<file path="config.mk">
export PLATFORM = sky130hd
export DESIGN_NAME = sinv_dcache
export DESIGN_NICKNAME = d
export VERILOG_FILES = /design/src/rtl/sinv_pkg.sv /design/src/rtl/sinv_tag_array.sv /design/src/rtl/sinv_data_store.sv /design/src/rtl/sinv_ctrl.sv /design/src/rtl/sinv_dcache.sv
export SDC_FILE = /design/constraint.sdc
export NUM_CORES = 1
export LEC_CHECK = 0
export CORE_ASPECT_RATIO = 1.5
export CORE_MARGIN = 2
export CORE_UTILIZATION = 55
export CTS_CLUSTER_SIZE = 28
export DETAILED_ROUTE_END_ITERATION = 8
export DONT_BUFFER_PORTS = 1
export PLACE_DENSITY = 0.76
export SYNTH_ARGS = -nofsm -noshare
export SYNTH_HDL_FRONTEND = slang
export SYNTH_HIERARCHICAL = 1
export SYNTH_SLANG_ARGS = --single-unit
</file>
<file path="constraint.sdc">
create_clock -name clk_i -period 6.15 [get_ports clk_i]
set_input_delay 0.9225 -clock clk_i [delete_from_list [all_inputs] [get_ports clk_i]]
set_output_delay 0.9225 -clock clk_i [all_outputs]
set_load 0.02 [all_outputs]
</file>
<file path="src/rtl/sinv_pkg.sv">
package sinv_pkg;
  typedef enum logic [2:0] {
    ST_IDLE,
    ST_LOOK,
    ST_WB,
    ST_FILL,
    ST_WT,
    ST_WALK
  } ctrl_state_e;
endpackage

</file>
<file path="src/rtl/sinv_tag_array.sv">
module sinv_tag_array #(
  parameter int SETS  = 16,
  parameter int TAG_W = 8,
  localparam int IDX_W = $clog2(SETS)
) (
  input  logic             clk_i,
  input  logic             rst_ni,
  input  logic [IDX_W-1:0] idx_i,
  output logic             rd_valid_o,
  output logic             rd_dirty_o,
  output logic             rd_shared_o,
  output logic [TAG_W-1:0] rd_tag_o,
  input  logic             we_i,
  input  logic             wvalid_i,
  input  logic             wdirty_i,
  input  logic             wshared_i,
  input  logic [TAG_W-1:0] wtag_i,
  input  logic             clr_i,
  input  logic [IDX_W-1:0] clr_idx_i
);
  logic [SETS-1:0]  valid_q, dirty_q, shared_q;
  logic [TAG_W-1:0] tag_q [SETS];

  assign rd_valid_o  = valid_q[idx_i];
  assign rd_dirty_o  = dirty_q[idx_i];
  assign rd_shared_o = shared_q[idx_i];
  assign rd_tag_o    = tag_q[idx_i];

  always_ff @(posedge clk_i or negedge rst_ni) begin
    if (!rst_ni) begin
      valid_q  <= '0;
      dirty_q  <= '0;
      shared_q <= '0;
      for (int i = 0; i < SETS; i++) tag_q[i] <= '0;
    end else if (clr_i) begin
      // self-invalidate: drop only shared lines
      valid_q[clr_idx_i] <= valid_q[clr_idx_i] & ~shared_q[clr_idx_i];
    end else if (we_i) begin
      valid_q[idx_i]  <= wvalid_i;
      dirty_q[idx_i]  <= wdirty_i;
      shared_q[idx_i] <= wshared_i;
      tag_q[idx_i]    <= wtag_i;
    end
  end

  for (genvar g = 0; g < SETS; g++) begin : g_set_chk

    no_dirty_shared_chk: assert property (@(posedge clk_i) disable iff (!rst_ni)
      (valid_q[g] && shared_q[g]) |-> !dirty_q[g]);
  end


  walk_clears_shared_chk: assert property (@(posedge clk_i) disable iff (!rst_ni)
    (clr_i && clr_idx_i == IDX_W'(SETS - 1)) |=> ((valid_q & shared_q) == '0));
endmodule

</file>
<file path="src/rtl/sinv_data_store.sv">
module sinv_data_store #(
  parameter int SETS   = 16,
  parameter int DATA_W = 32,
  localparam int IDX_W = $clog2(SETS)
) (
  input  logic              clk_i,
  input  logic [IDX_W-1:0]  idx_i,
  input  logic              we_i,
  input  logic [DATA_W-1:0] wdata_i,
  output logic [DATA_W-1:0] rdata_o
);
  logic [DATA_W-1:0] mem_q [SETS];

  assign rdata_o = mem_q[idx_i];

  always_ff @(posedge clk_i) begin
    if (we_i) mem_q[idx_i] <= wdata_i;
  end
endmodule

</file>
<file path="src/rtl/sinv_ctrl.sv">
module sinv_ctrl
  import sinv_pkg::*;
#(
  parameter int ADDR_W = 12,
  parameter int DATA_W = 32,
  parameter int SETS   = 16,
  localparam int IDX_W = $clog2(SETS),
  localparam int TAG_W = ADDR_W - IDX_W
) (
  input  logic              clk_i,
  input  logic              rst_ni,
  input  logic              req_valid_i,
  output logic              req_ready_o,
  input  logic              req_write_i,
  input  logic              req_shared_i,
  input  logic [ADDR_W-1:0] req_addr_i,
  input  logic [DATA_W-1:0] req_wdata_i,
  output logic              rsp_valid_o,
  output logic [DATA_W-1:0] rsp_rdata_o,
  input  logic              sync_i,
  output logic              busy_o,
  output logic              mem_req_valid_o,
  output logic              mem_req_write_o,
  output logic [ADDR_W-1:0] mem_req_addr_o,
  output logic [DATA_W-1:0] mem_req_wdata_o,
  input  logic              mem_rsp_valid_i,
  input  logic [DATA_W-1:0] mem_rsp_rdata_i,
  output logic [IDX_W-1:0]  idx_o,
  input  logic              t_valid_i,
  input  logic              t_dirty_i,
  input  logic              t_shared_i,
  input  logic [TAG_W-1:0]  t_tag_i,
  output logic              t_we_o,
  output logic              t_wvalid_o,
  output logic              t_wdirty_o,
  output logic              t_wshared_o,
  output logic [TAG_W-1:0]  t_wtag_o,
  output logic              t_clr_o,
  output logic [IDX_W-1:0]  t_clr_idx_o,
  output logic              d_we_o,
  output logic [DATA_W-1:0] d_wdata_o,
  input  logic [DATA_W-1:0] d_rdata_i
);
  ctrl_state_e state_q, state_d;
  logic              q_write, q_shared;
  logic [ADDR_W-1:0] q_addr;
  logic [DATA_W-1:0] q_wdata;
  logic              sync_pend_q;
  logic [IDX_W-1:0]  walk_idx_q;
  logic              rsp_set;
  logic [DATA_W-1:0] rsp_data;
  logic              tag_hit;

  wire [IDX_W-1:0] q_idx = q_addr[IDX_W-1:0];
  wire [TAG_W-1:0] q_tag = q_addr[ADDR_W-1:IDX_W];

  assign idx_o       = q_idx;
  assign tag_hit     = t_valid_i && (t_tag_i == q_tag);
  assign req_ready_o = (state_q == ST_IDLE) && !sync_i && !sync_pend_q;
  assign busy_o      = sync_pend_q || (state_q == ST_WALK);

  always_comb begin
    state_d         = state_q;
    mem_req_valid_o = 1'b0;
    mem_req_write_o = 1'b0;
    mem_req_addr_o  = q_addr;
    mem_req_wdata_o = q_wdata;
    t_we_o          = 1'b0;
    t_wvalid_o      = 1'b0;
    t_wdirty_o      = 1'b0;
    t_wshared_o     = 1'b0;
    t_wtag_o        = q_tag;
    t_clr_o         = 1'b0;
    t_clr_idx_o     = walk_idx_q;
    d_we_o          = 1'b0;
    d_wdata_o       = q_wdata;
    rsp_set         = 1'b0;
    rsp_data        = '0;
    unique case (state_q)
      ST_IDLE: begin
        if (sync_i || sync_pend_q) state_d = ST_WALK;
        else if (req_valid_i)      state_d = ST_LOOK;
      end
      ST_LOOK: begin
        if (tag_hit && (t_shared_i != q_shared)) begin
          // classification changed: flush if dirty, then drop and retry
          if (t_dirty_i) state_d = ST_WB;
          else begin
            t_we_o   = 1'b1;
            t_wtag_o = t_tag_i;
          end
        end else if (q_write && q_shared) begin
          d_we_o  = tag_hit;
          state_d = ST_WT;
        end else if (q_write) begin
          if (!tag_hit && t_valid_i && t_dirty_i) state_d = ST_WB;
          else begin
            t_we_o     = 1'b1;
            t_wvalid_o = 1'b1;
            t_wdirty_o = 1'b1;
            d_we_o     = 1'b1;
            rsp_set    = 1'b1;
            state_d    = ST_IDLE;
          end
        end else if (tag_hit) begin
          rsp_set  = 1'b1;
          rsp_data = d_rdata_i;
          state_d  = ST_IDLE;
        end else if (t_valid_i && t_dirty_i) begin
          state_d = ST_WB;
        end else begin
          state_d = ST_FILL;
        end
      end
      ST_WB: begin
        mem_req_valid_o = 1'b1;
        mem_req_write_o = 1'b1;
        mem_req_addr_o  = {t_tag_i, q_idx};
        mem_req_wdata_o = d_rdata_i;
        if (mem_rsp_valid_i) begin
          t_we_o   = 1'b1;
          t_wtag_o = t_tag_i;
          state_d  = ST_LOOK;
        end
      end
      ST_FILL: begin
        mem_req_valid_o = 1'b1;
        if (mem_rsp_valid_i) begin
          t_we_o      = 1'b1;
          t_wvalid_o  = 1'b1;
          t_wshared_o = q_shared;
          d_we_o      = 1'b1;
          d_wdata_o   = mem_rsp_rdata_i;
          rsp_set     = 1'b1;
          rsp_data    = mem_rsp_rdata_i;
          state_d     = ST_IDLE;
        end
      end
      ST_WT: begin
        mem_req_valid_o = 1'b1;
        mem_req_write_o = 1'b1;
        if (mem_rsp_valid_i) begin
          rsp_set = 1'b1;
          state_d = ST_IDLE;
        end
      end
      ST_WALK: begin
        t_clr_o = 1'b1;
        if (walk_idx_q == IDX_W'(SETS - 1)) state_d = ST_IDLE;
      end
      default: state_d = ST_IDLE;
    endcase
  end

  always_ff @(posedge clk_i or negedge rst_ni) begin
    if (!rst_ni) begin
      state_q     <= ST_IDLE;
      q_write     <= 1'b0;
      q_shared    <= 1'b0;
      q_addr      <= '0;
      q_wdata     <= '0;
      sync_pend_q <= 1'b0;
      walk_idx_q  <= '0;
      rsp_valid_o <= 1'b0;
      rsp_rdata_o <= '0;
    end else begin
      state_q     <= state_d;
      rsp_valid_o <= rsp_set;
      if (rsp_set) rsp_rdata_o <= rsp_data;
      if (state_q == ST_IDLE && state_d == ST_WALK) begin
        sync_pend_q <= 1'b0;
        walk_idx_q  <= '0;
      end else begin
        if (sync_i) sync_pend_q <= 1'b1;
        if (state_q == ST_WALK) walk_idx_q <= walk_idx_q + 1'b1;
      end
      if (req_valid_i && req_ready_o) begin
        q_write  <= req_write_i;
        q_shared <= req_shared_i;
        q_addr   <= req_addr_i;
        q_wdata  <= req_wdata_i;
      end
    end
  end


  mem_req_hold_chk: assert property (@(posedge clk_i) disable iff (!rst_ni)
    (mem_req_valid_o && !mem_rsp_valid_i) |=>
      (mem_req_valid_o && $stable(mem_req_addr_o) && $stable(mem_req_write_o)
       && $stable(mem_req_wdata_o)));


  rsp_pulse_chk: assert property (@(posedge clk_i) disable iff (!rst_ni)
    rsp_valid_o |=> !rsp_valid_o);


  busy_blocks_req_chk: assert property (@(posedge clk_i) disable iff (!rst_ni)
    busy_o |-> !req_ready_o);


  wt_issues_write_chk: assert property (@(posedge clk_i) disable iff (!rst_ni)
    (state_q == ST_LOOK && q_write && q_shared && !(tag_hit && t_shared_i != q_shared))
      |=> (mem_req_valid_o && mem_req_write_o && mem_req_addr_o == $past(q_addr)));
endmodule

</file>
<file path="src/rtl/sinv_dcache.sv">
module sinv_dcache #(
  parameter int ADDR_W = 12,
  parameter int DATA_W = 32,
  parameter int SETS   = 16
) (
  input  logic              clk_i,
  input  logic              rst_ni,
  input  logic              req_valid_i,
  output logic              req_ready_o,
  input  logic              req_write_i,
  input  logic              req_shared_i,
  input  logic [ADDR_W-1:0] req_addr_i,
  input  logic [DATA_W-1:0] req_wdata_i,
  output logic              rsp_valid_o,
  output logic [DATA_W-1:0] rsp_rdata_o,
  input  logic              sync_i,
  output logic              busy_o,
  output logic              mem_req_valid_o,
  output logic              mem_req_write_o,
  output logic [ADDR_W-1:0] mem_req_addr_o,
  output logic [DATA_W-1:0] mem_req_wdata_o,
  input  logic              mem_rsp_valid_i,
  input  logic [DATA_W-1:0] mem_rsp_rdata_i
);
  localparam int IDX_W = $clog2(SETS);
  localparam int TAG_W = ADDR_W - IDX_W;

  logic [IDX_W-1:0]  idx, clr_idx;
  logic              t_valid, t_dirty, t_shared;
  logic [TAG_W-1:0]  t_tag, t_wtag;
  logic              t_we, t_wvalid, t_wdirty, t_wshared, t_clr;
  logic              d_we;
  logic [DATA_W-1:0] d_wdata, d_rdata;

  sinv_ctrl #(.ADDR_W(ADDR_W), .DATA_W(DATA_W), .SETS(SETS)) u_ctrl (
    .clk_i, .rst_ni,
    .req_valid_i, .req_ready_o, .req_write_i, .req_shared_i, .req_addr_i, .req_wdata_i,
    .rsp_valid_o, .rsp_rdata_o, .sync_i, .busy_o,
    .mem_req_valid_o, .mem_req_write_o, .mem_req_addr_o, .mem_req_wdata_o,
    .mem_rsp_valid_i, .mem_rsp_rdata_i,
    .idx_o(idx), .t_valid_i(t_valid), .t_dirty_i(t_dirty), .t_shared_i(t_shared),
    .t_tag_i(t_tag), .t_we_o(t_we), .t_wvalid_o(t_wvalid), .t_wdirty_o(t_wdirty),
    .t_wshared_o(t_wshared), .t_wtag_o(t_wtag), .t_clr_o(t_clr), .t_clr_idx_o(clr_idx),
    .d_we_o(d_we), .d_wdata_o(d_wdata), .d_rdata_i(d_rdata)
  );

  sinv_tag_array #(.SETS(SETS), .TAG_W(TAG_W)) u_tags (
    .clk_i, .rst_ni, .idx_i(idx),
    .rd_valid_o(t_valid), .rd_dirty_o(t_dirty), .rd_shared_o(t_shared), .rd_tag_o(t_tag),
    .we_i(t_we), .wvalid_i(t_wvalid), .wdirty_i(t_wdirty), .wshared_i(t_wshared),
    .wtag_i(t_wtag), .clr_i(t_clr), .clr_idx_i(clr_idx)
  );

  sinv_data_store #(.SETS(SETS), .DATA_W(DATA_W)) u_data (
    .clk_i, .idx_i(idx), .we_i(d_we), .wdata_i(d_wdata), .rdata_o(d_rdata)
  );


  reset_quiet_chk: assert property (@(posedge clk_i) disable iff (!rst_ni)
    $rose(rst_ni) |-> (!mem_req_valid_o && !busy_o));
endmodule

</file>
==> reports/results.ini, run 1 <==
[detailed_routing]
drt-initial-drc-count=1870
vias=17840
wl_per_cell_um=29.97
firstDrtPassIters=5
avgViaCountPerCell=6.630
wl_um=80640
drt.antenna.violating_nets=0
drc_errors=0

[global_route]
grt_max_degree=190
grt_pass1_wl_um=120600
grt_pass1_vias=18940
overflow=0
grtUsageTotal_pct=26.58
antenna_found_initial=0

[clock_tree]
root_buffer=clkbuf_16
cts.sinks=775
tritoncts=built
clock_latency_ns=0.62
cts_buffers=73
clock_path_buffers=3
clk_pin_slew_worst_paths_ns=0.06
cts_max_level=3

[die]
num_rows=109
die_width_um=203.8
start_util_pct=55.77
pin_count=164
core_area_um2=59050
fp.dieArea_um2=61890
die_h_um=303.7

[synthesis]
ys_top_cells_by_count=512 x edfxtp_1, 263 x dfrtp_1, 213 x mux2_2, 191 x mux4_2, 144 x nand2_1
ys.flop_type=edfxtp_1
async_flop_share_pct=33.94
synth_enable_flop_cells=512
yosysWarnings=6
synthMuxAreaShare_pct=22.52
synth_simple_gate_area_share_pct=4.628
yosys.area.top_type_share_pct=46.69
ys_ff_latch=775
synth.distinct_cells=54
synth_top_family_by_area=multiplexers
synth_area_um2=32930
syn-instance-count=1864
syn_avg_cell_area_um2=17.67
synth_top_area_cell=edfxtp_1
synth_most_common_cell=edfxtp_1
synth-xor-area-share_pct=0.3457
synth_fa_ha_area_share_pct=0.03799
syn_nets=1948
yosys-top-cells-area=edfxtp_1 47%, dfrtp_1 20%, mux4_2 13%, mux2_2 7.3%, a22oi_1 2.2%
synth_compound_area_share_pct=3.651
ys_seq_area_share_pct=66.67

[place]
routabilityCongestion=0.8427
port_buffers=0
hpwl_um=49000

[setup_path]
crit_path_end_kind=output port
cp.arrival_ns=4.70
cp_data_required_time_ns=5.23
worst_setup_path_start_kind=flop
worstPathCellList=buf_4 > buf_6 > mux4_2 > a22oi_1 > nand2_1 > mux2_2
ff2ff_setup_slack_ns=0.61
slowest_stage=dfrtp_4
path_class=reg2out
slowest_delay_ns=1.08
crit_fanout=52

[timing]
finalHoldViolCount=0
min_period_ns=5.626
drv_slew=0
worstMarginPinSlew_ns=1.149
tns_ns=0
min_period_over_period_pct=91.47
setup_violations=0
rsz0062_at_grt=false
clock_skew_ns=0.02661
clock.fmax_mhz=177.8
relSlewSlack_pct=23.26
holdWs_ns=0.1860

[power]
peakVddDrop_v=0.0006622
p_total_w=0.01764
power-per-cell-area_nw_per_um2=486.7
leakage_nw=13.14

[run]
drv_cap=0

[cells_and_area]
n_antenna_cell=0
finalNetCount=1942
area_delta_synth_final_pct=10.07
drive_above_1_share_pct=31.92
regArea_um2=21960
post-route-util_pct=61.38
fill_cells=4050
multi_input_area_um2=10430

[outcome]
status=completed

[min_path]
hold_path_class=in2async

registers in the layout, summed over array words and instances, names as in the netlist:
name                cells
u_ctrl/q_shared         1
u_tags/tag_q          128
u_ctrl/rsp_rdata_o     32
u_ctrl/t_clr_idx_o      4
u_ctrl/q_wdata         32
u_tags/dirty_q         16
u_ctrl/sync_pend_q      1
u_data/mem_q          512
u_tags/shared_q        16
u_ctrl/q_write          1
u_ctrl/rsp_valid_o      1
u_ctrl/state_q          3
u_ctrl/q_addr          12
u_tags/valid_q         16
worst paths after layout:
| kind | endpoint | depth (start not counted) | startpoint |
|---|---|---|---|
| max in group asynchronous | u_ctrl/q_wdata[21]$_DFFE_PN0P_ | 1 | rst_ni |
| max reg2reg | u_tags/dirty_q[0]$_DFFE_PN0P_ | 10 | u_ctrl/q_addr[0]$_DFFE_PN0P_ |
| min in group clk_i | u_ctrl/state_q[1]$_DFF_PN0_ | 1 | mem_rsp_valid_i |
| max | mem_req_wdata_o[14] | 6 | u_ctrl/q_addr[0]$_DFFE_PN0P_ |
| min reg2reg | u_tags/tag_q[0]$_DFFE_PN0P_ | 1 | u_tags/tag_q[0]$_DFFE_PN0P_ |
| min | u_tags/tag_q[98]$_DFFE_PN0P_ | 1 | rst_ni |
kinds of logic after synthesis:
group | Yosys count
simple gates | 301
xor+xnor | 13
fa+ha+maj | 1
compound gates | 177
flops | 775
mux | 466
buf+inv | 131
stage by stage:
| step | instance area (um2) | instances | setup slack [ns] |
|---|---|---|---|
| CTS | 36240 | 2691 | 0.08826 |
| global placement | 33860 | 2558 | 0.6958 |
| floorplan | 32940 | 1864 | 0.03710 |
| detailed placement | 33860 | 2558 | 0.6365 |
| finish | 36250 | 2691 | 0.5244 |
| global route | 36250 | 2691 | 0.1496 |
repair_timing:
item | in CTS | in global routing
endpoints found under the hold margin | 189 | 0
setup endpoints to repair | 0 | 10
hold buffers | 2 | 0
gates resized for setup | 0 | 1
setup buffers | 0 | 0
report_power, final:
group	total (W)	internal [W]	leakage, nW	switching (W)
registers	0.00766	0.00688	8.13	0.000786
logic	0.00556	0.00223	3.88	0.00333
clock network	0.00441	0.00248	1.13	0.00194
total	0.0176	0.0116	13.1	0.00605
per-layer routing:
layer	track usage (%)	up-vias	share of wire, %	wire length [um]
met5	0	-	0	0
met3	4.608	190	7.8	6257
met4	11.58	0	4.2	3364
met1	32.01	9377	35	27960
li1	-	7366	-	-
met2	46.83	907	53	43060
placed cells by master, fill, tap and decap left out, types with 22 or more instances in the layout:
cell       Yosys  layout
edfxtp_1     512     512
dfrtp_1      263     260
mux2_2       213     213
mux4_2       191     191
nand2_1      144     143
a22oi_1       98      98
clkbuf_16      0      77
nand3_1       37      36
mux2_1        33      33
buf_4         12      32
o21ai_0       32      32
nor2_4        12      26
nor2_1        36      22
worst max-delay path: cells and delay by family, from the launching register on:
kind	cells	cell delay, ns
AOI/OAI and AO/OA	1	0.30
buffers and inverters	2	1.47
DFF	1	1.08
muxes	2	0.99
and+or+nand+nor	1	0.15
area by class of cell:
cell class	instances	area share, %
Clock inverter	35	0.8043
Inverter	3	0.03107
Multi-Input combinational cell	958	28.76
Timing Repair Buffer	47	1.508
Clock buffer	96	5.616
Tap cell	777	2.682
Sequential cell	775	60.60
Power figures use the tool's default switching activity.
==> inputs of run 2 (changes only) <==
- CAP_MARGIN: default -> 15
- PLACE_DENSITY: 0.76 -> 0.81
==> reports/results.ini, run 2 (synthesis results as in run 1) <==
[global_route]
overflow=0  ; unchanged
grt_pass1_vias=19210  ; was 18.94k
grtUsageTotal_pct=26.23  ; was 26.58%
antenna_found_initial=0  ; unchanged
grt_max_degree=137  ; was 190
grt_pass1_wl_um=119900  ; was 120600 um

[setup_path]
reg2regPathDepth=10  ; unchanged
crit_fanout=103  ; was 52
crit_path_start=u_ctrl/q_addr[0]$_DFFE_PN0P_  ; unchanged
slowest_delay_ns=0.70  ; was 1.08 ns
slowest_stage=dfrtp_4  ; unchanged
worst_setup_path_start_kind=flop  ; unchanged
r2r_start=u_ctrl/q_addr[0]$_DFFE_PN0P_  ; unchanged
crit_path_end_kind=output port  ; unchanged
worstReg2RegEnd=u_tags/tag_q[91]$_DFFE_PN0P_  ; was u_tags/dirty_q[0]$_DFFE_PN0P_
cp_data_required_time_ns=5.23  ; about the same
cp.arrival_ns=4.65  ; was 4.70 ns
cpMostUsedCell=buf_12
ff2ff_setup_slack_ns=0.84  ; was 0.61 ns
worstPathCellList=buf_12 > buf_4 > buf_12 > mux4_2 > a22oi_1 > nand2_1 > mux2_2  ; was buf_4 > buf_6 > mux4_2 > a22oi_1 > nand2_1 > mux2_2
path_class=reg2out  ; unchanged

[cells_and_area]
fill_cells=3999  ; was 4050
final_common_cell=edfxtp_1  ; unchanged
area_delta_synth_final_pct=9.597  ; was 10.07%
finalNetCount=1932  ; was 1942
stdcell_area_um2=36090  ; was 36250 um2
drive_above_1_share_pct=32.14  ; was 31.92%
largest_reg_flops=512  ; unchanged
layout_common_cells=512 x edfxtp_1, 260 x dfrtp_1, 213 x mux2_2  ; unchanged
top_register=u_data/mem_q  ; unchanged
n_antenna_cell=0  ; unchanged
reg_top3=u_data/mem_q x512, u_tags/tag_q x128  ; unchanged

[clock_tree]
root_buffer=clkbuf_16  ; unchanged
tritoncts=built  ; unchanged
clk_pin_slew_worst_paths_ns=0.06  ; about the same
cts_setup_buffers=0  ; unchanged
cts_buffers=70  ; was 73
clock_path_buffers=3  ; unchanged
clock_latency_ns=0.62  ; about the same
cts.sinks=775  ; unchanged
cts_max_level=3  ; unchanged
cts-resized-gates=0  ; unchanged
cts-hold-fix-buffers=3  ; was 2

[min_path]
hold_path_class=in2async  ; unchanged

[timing]
setup_violations=0  ; unchanged
clock_skew_ns=0.02907  ; was 0.02661 ns
drv_slew=0  ; unchanged
relSlewSlack_pct=21.42  ; was 23.26%
clock.fmax_mhz=179.4  ; was 177.8 MHz
min_period_over_period_pct=90.64  ; was 91.47%
holdWs_ns=0.1436  ; was 0.1860 ns
min_period_ns=5.575  ; was 5.626 ns
tns_ns=0  ; unchanged
worstMarginPinSlew_ns=1.176  ; was 1.149 ns
rsz0062_at_grt=false  ; unchanged
finalHoldViolCount=0  ; unchanged

[power]
power-per-cell-area_nw_per_um2=488.7  ; was 486.7 nW/um2
leakage_nw=13.07  ; was 13.14 nW
p_total_w=0.01764  ; about the same
peakVddDrop_v=0.0004658  ; was 0.0006622 V

[detailed_routing]
drt.antenna.violating_nets=0  ; unchanged
wl_per_cell_um=30.03  ; was 29.97 um
drt-initial-drc-count=2156  ; was 1870
vias=18020  ; was 17.84k
wl_um=80520  ; was 80640 um
drc_errors=0  ; unchanged
firstDrtPassIters=7  ; was 5
avgViaCountPerCell=6.722  ; was 6.630

[die]
pin_count=164  ; unchanged
core_area_um2=59050  ; unchanged
fp.dieArea_um2=61890  ; unchanged
num_rows=109  ; unchanged
die_width_um=203.8  ; unchanged
die_h_um=303.7  ; unchanged
start_util_pct=55.77  ; unchanged

[place]
place_area_um2=33740  ; was 33860 um2
port_buffers=0  ; unchanged
hpwl_um=47730  ; was 49000 um
routabilityCongestion=0.8694  ; was 0.8427

[run]
drv_cap=0  ; unchanged

[outcome]
status=completed  ; unchanged

[run 2: cell types whose count changed in the layout (fill, tap and decap cells not counted), sizes merged]
cell,change
buf,-8
bufinv,+2
clkbuf,-7
clkinv,-1
clkinvlp,+4
[run 2: through the flow]
stage / setup slack (ns) / instances / utilization, %
6_report: 0.5754 / 2681 / 61.12
5_1_grt: 0.2027 / 2681 / 61.12
4_1_cts: 0.5025 / 2680 / 61.11
3_5_place_dp: 0.8132 / 2549 / 57.14
3_3_place_gp: 0.8602 / 2549 / 57.14
2_1_floorplan: 0.03710 / 1864 / -
[run 2: report_power, final]
| part | internal (W) | leakage [nW] | switching, W |
|---|---|---|---|
| logic | 0.00225 | 3.84 | 0.00342 |
| clock network | 0.00240 | 1.10 | 0.00194 |
| registers | 0.00688 | 8.13 | 0.000746 |
| total | 0.0115 | 13.1 | 0.00610 |
[run 2: worst max path at each step]
stage	endpoint	slack (ns)	cells past startpoint
final	mem_req_wdata_o[19]	0.58	7
after CTS	mem_req_wdata_o[19]	0.50	7
after detailed placement	u_tags/tag_q[93]$_DFFE_PN0P_	0.81	10
after global routing	mem_req_wdata_o[19]	0.20	7
after floorplan	u_data/mem_q[4][0]$_DFFE_PP_	0.04	13
after global placement	u_tags/tag_q[91]$_DFFE_PN0P_	0.86	10
[run 2: critical path, delay by kind of cell, from the launching register on]
kind / cells / cell delay, ns
flip-flops: 1 / 0.70
buffers and inverters: 3 / 1.57
multiplexers: 2 / 0.98
AO/OA/AOI/OAI: 1 / 0.36
AND/OR/NAND/NOR: 1 / 0.14
[run 2: layer usage]
metal | share of wire [%] | GRT usage [%] | up-vias
met3 | 8.5 | 5.123 | 240
met4 | 4.6 | 12.24 | 0
met1 | 35 | 31.85 | 9360
met2 | 52 | 45.13 | 1065
met5 | 0 | 0 | -
li1 | - | - | 7357
[run 2: final cells by class]
| cell class | count | area, um2 | area share [%] |
|---|---|---|---|
| timing repair buffer | 40 | 450.4 | 1.248 |
| sequential | 775 | 21960 | 60.86 |
| multi-input combinational | 958 | 10430 | 28.88 |
| inverter | 3 | 11.26 | 0.03120 |
| clock inverter | 40 | 402.9 | 1.116 |
| clock buffer | 88 | 1866 | 5.169 |
| tap | 777 | 972.2 | 2.694 |
==> inputs of run 3 (changes only) <==
- CORE_ASPECT_RATIO: 1.5 -> 0.9
==> reports/results.ini, run 3 (synthesis results as in run 1) <==
[timing]
min_period_ns=5.434  ; was 5.575 ns
relSlewSlack_pct=14.41  ; was 21.42%
finalHoldViolCount=0  ; unchanged
setup_violations=0  ; unchanged
rsz0062_at_grt=false  ; unchanged
min_period_over_period_pct=88.36  ; was 90.64%
worstMarginPinSlew_ns=1.281  ; was 1.176 ns
tns_ns=0  ; unchanged
clock.fmax_mhz=184.0  ; was 179.4 MHz
clock_skew_ns=0.03952  ; was 0.02907 ns
drv_slew=0  ; unchanged

[cells_and_area]
reg_top3=u_data/mem_q x512, u_tags/tag_q x128  ; unchanged
final_common_cell=edfxtp_1  ; unchanged
finalNetCount=1950  ; was 1932
top_register=u_data/mem_q  ; unchanged
n_antenna_cell=0  ; unchanged
stdcell_count=2710  ; was 2681
post-route-util_pct=61.24  ; was 61.12%
largest_reg_flops=512  ; unchanged
drive_above_1_share_pct=32.69  ; was 32.14%
layout_common_cells=512 x edfxtp_1, 260 x dfrtp_1, 213 x mux2_2  ; unchanged
area_delta_synth_final_pct=10.75  ; was 9.597%

[die]
die_width_um=261.9  ; was 203.8 um
start_util_pct=55.29  ; was 55.77%
num_rows=85  ; was 109
pin_count=164  ; unchanged
die_h_um=236.1  ; was 303.7 um
core_area_um2=59560  ; was 59050 um2
fp.dieArea_um2=61850  ; was 61890 um2

[power]
leakage_nw=13.27  ; was 13.07 nW
power-per-cell-area_nw_per_um2=497.4  ; was 488.7 nW/um2
peakVddDrop_v=0.0003871  ; was 0.0004658 V

[place]
routabilityCongestion=0.9135  ; was 0.8694
dp.cells=2566  ; was 2549
port_buffers=0  ; unchanged
hpwl_um=45430  ; was 47730 um

[detailed_routing]
firstDrtPassIters=6  ; was 7
wl_per_cell_um=30.16  ; was 30.03 um
drc_errors=0  ; unchanged
avgViaCountPerCell=6.804  ; was 6.722
drt.antenna.violating_nets=0  ; unchanged
drt-initial-drc-count=2422  ; was 2156
vias=18440  ; was 18.02k
wl_um=81740  ; was 80520 um

[global_route]
grt_pass1_wl_um=120900  ; was 119900 um
grtUsageTotal_pct=26.56  ; was 26.23%
grt_max_degree=208  ; was 137
overflow=0  ; unchanged
antenna_found_initial=0  ; unchanged
grt_pass1_vias=18800  ; was 19.21k

[clock_tree]
cts_setup_buffers=0  ; unchanged
cts.sinks=775  ; unchanged
cts_max_level=3  ; unchanged
tritoncts=built  ; unchanged
clk_pin_slew_worst_paths_ns=0.06  ; about the same
clock_path_buffers=3  ; unchanged
cts-resized-gates=0  ; unchanged
root_buffer=clkbuf_16  ; unchanged
clock_latency_ns=0.64  ; was 0.62 ns
cts_buffers=77  ; was 70

[setup_path]
cp_data_required_time_ns=6.64  ; was 5.23 ns
slowest_stage=dfrtp_4  ; unchanged
crit_path_end_kind=flop  ; was output port
cpMostUsedCell=mux4_2  ; was buf_12
cp.arrival_ns=5.93  ; was 4.65 ns
crit_fanout=35  ; was 103
path_class=reg2reg  ; was reg2out
worst_setup_path_start_kind=flop  ; unchanged
slowest_delay_ns=0.89  ; was 0.70 ns
worstPathCellList=buf_4 > mux4_2 > mux4_2 > xor2_1 > nor4b_1 > a22oi_1 > o21ai_0 > or3b_1 > or2_1 > mux2_4  ; was buf_12 > buf_4 > buf_12 > mux4_2 > a22oi_1 > nand2_1 > mux2_2

[run]
drv_cap=0  ; unchanged

[outcome]
status=completed  ; unchanged

[min_path]
hold_path_class=in2async  ; unchanged

-- run 3: cell type report --
| class | instances | area (um2) |
|---|---|---|
| well taps | 783 | 979.7 |
| clock inverters | 40 | 509.2 |
| multi-input cells | 958 | 10430 |
| flip-flops and latches | 775 | 21960 |
| repair buffers | 51 | 489.2 |
| fillers | 3987 | 23080 |
| inverters | 3 | 11.26 |
| clock buffers | 100 | 2093 |
-- run 3: path summary, 6_finish.rpt --
kind | depth (start not counted) | startpoint | slack [ns] | end
min in group clk_i | 1 | mem_rsp_valid_i | 0.40 | u_ctrl/state_q[1]$_DFF_PN0_
hold reg to reg | 1 | u_tags/tag_q[1]$_DFFE_PN0P_ | 0.48 | u_tags/tag_q[1]$_DFFE_PN0P_
max in group asynchronous | 1 | rst_ni | 4.76 | u_ctrl/q_addr[0]$_DFFE_PN0P_
setup / recovery | 10 | u_ctrl/q_addr[0]$_DFFE_PN0P_ | 0.72 | u_tags/tag_q[127]$_DFFE_PN0P_
setup reg to reg | 10 | u_ctrl/q_addr[0]$_DFFE_PN0P_ | 0.72 | u_tags/tag_q[127]$_DFFE_PN0P_
hold / removal | 1 | rst_ni | 0.19 | u_tags/tag_q[101]$_DFFE_PN0P_
-- run 3: worst max-delay path, delay by kind of cell (launching register included) --
kind | cells | cell delay (ns)
xor gates and xnor gates | 1 | 0.38
buffers and inverters | 1 | 0.47
AOI/OAI and AO/OA | 2 | 0.38
muxes | 3 | 1.58
DFF | 1 | 0.89
and+or+nand+nor | 3 | 1.54
-- run 3: metrics by stage --
stage | hold WS, ns | power [W] | setup WS (ns) | cell area (um2)
3_3_place_gp | 0.4643 | 0.01294 | 0.9031 | 33780
4_1_cts | 0.1701 | 0.01812 | 0.7724 | 36440
3_5_place_dp | 0.4743 | 0.01318 | 0.8407 | 33780
6_report | 0.1891 | 0.01814 | 0.7157 | 36470
2_1_floorplan | 0.4526 | 0.01169 | 0.03710 | 32940
5_1_grt | 0.1847 | 0.01880 | 0.4070 | 36470
-- run 3: repair_timing --
item,in CTS,in global routing
setup endpoints to repair,0,0
hold buffers,2,0
hold endpoints to repair,207,0
-- run 3: power by group --
group / internal [W] / switching, W
sequential: 0.00688 / 0.000772
clock: 0.00281 / 0.00203
combinational: 0.00225 / 0.00340
total: 0.0119 / 0.00620
-- run 3: layer usage --
| metal | routed length, um | global-route usage [%] | vias to the layer above |
|---|---|---|---|
| li1 | - | - | 7384 |
| met1 | 31080 | 37.23 | 9663 |
| met2 | 38890 | 40.83 | 1206 |
| met3 | 9218 | 7.253 | 187 |
| met4 | 2552 | 8.612 | 0 |
| met5 | 0 | 0 | - |
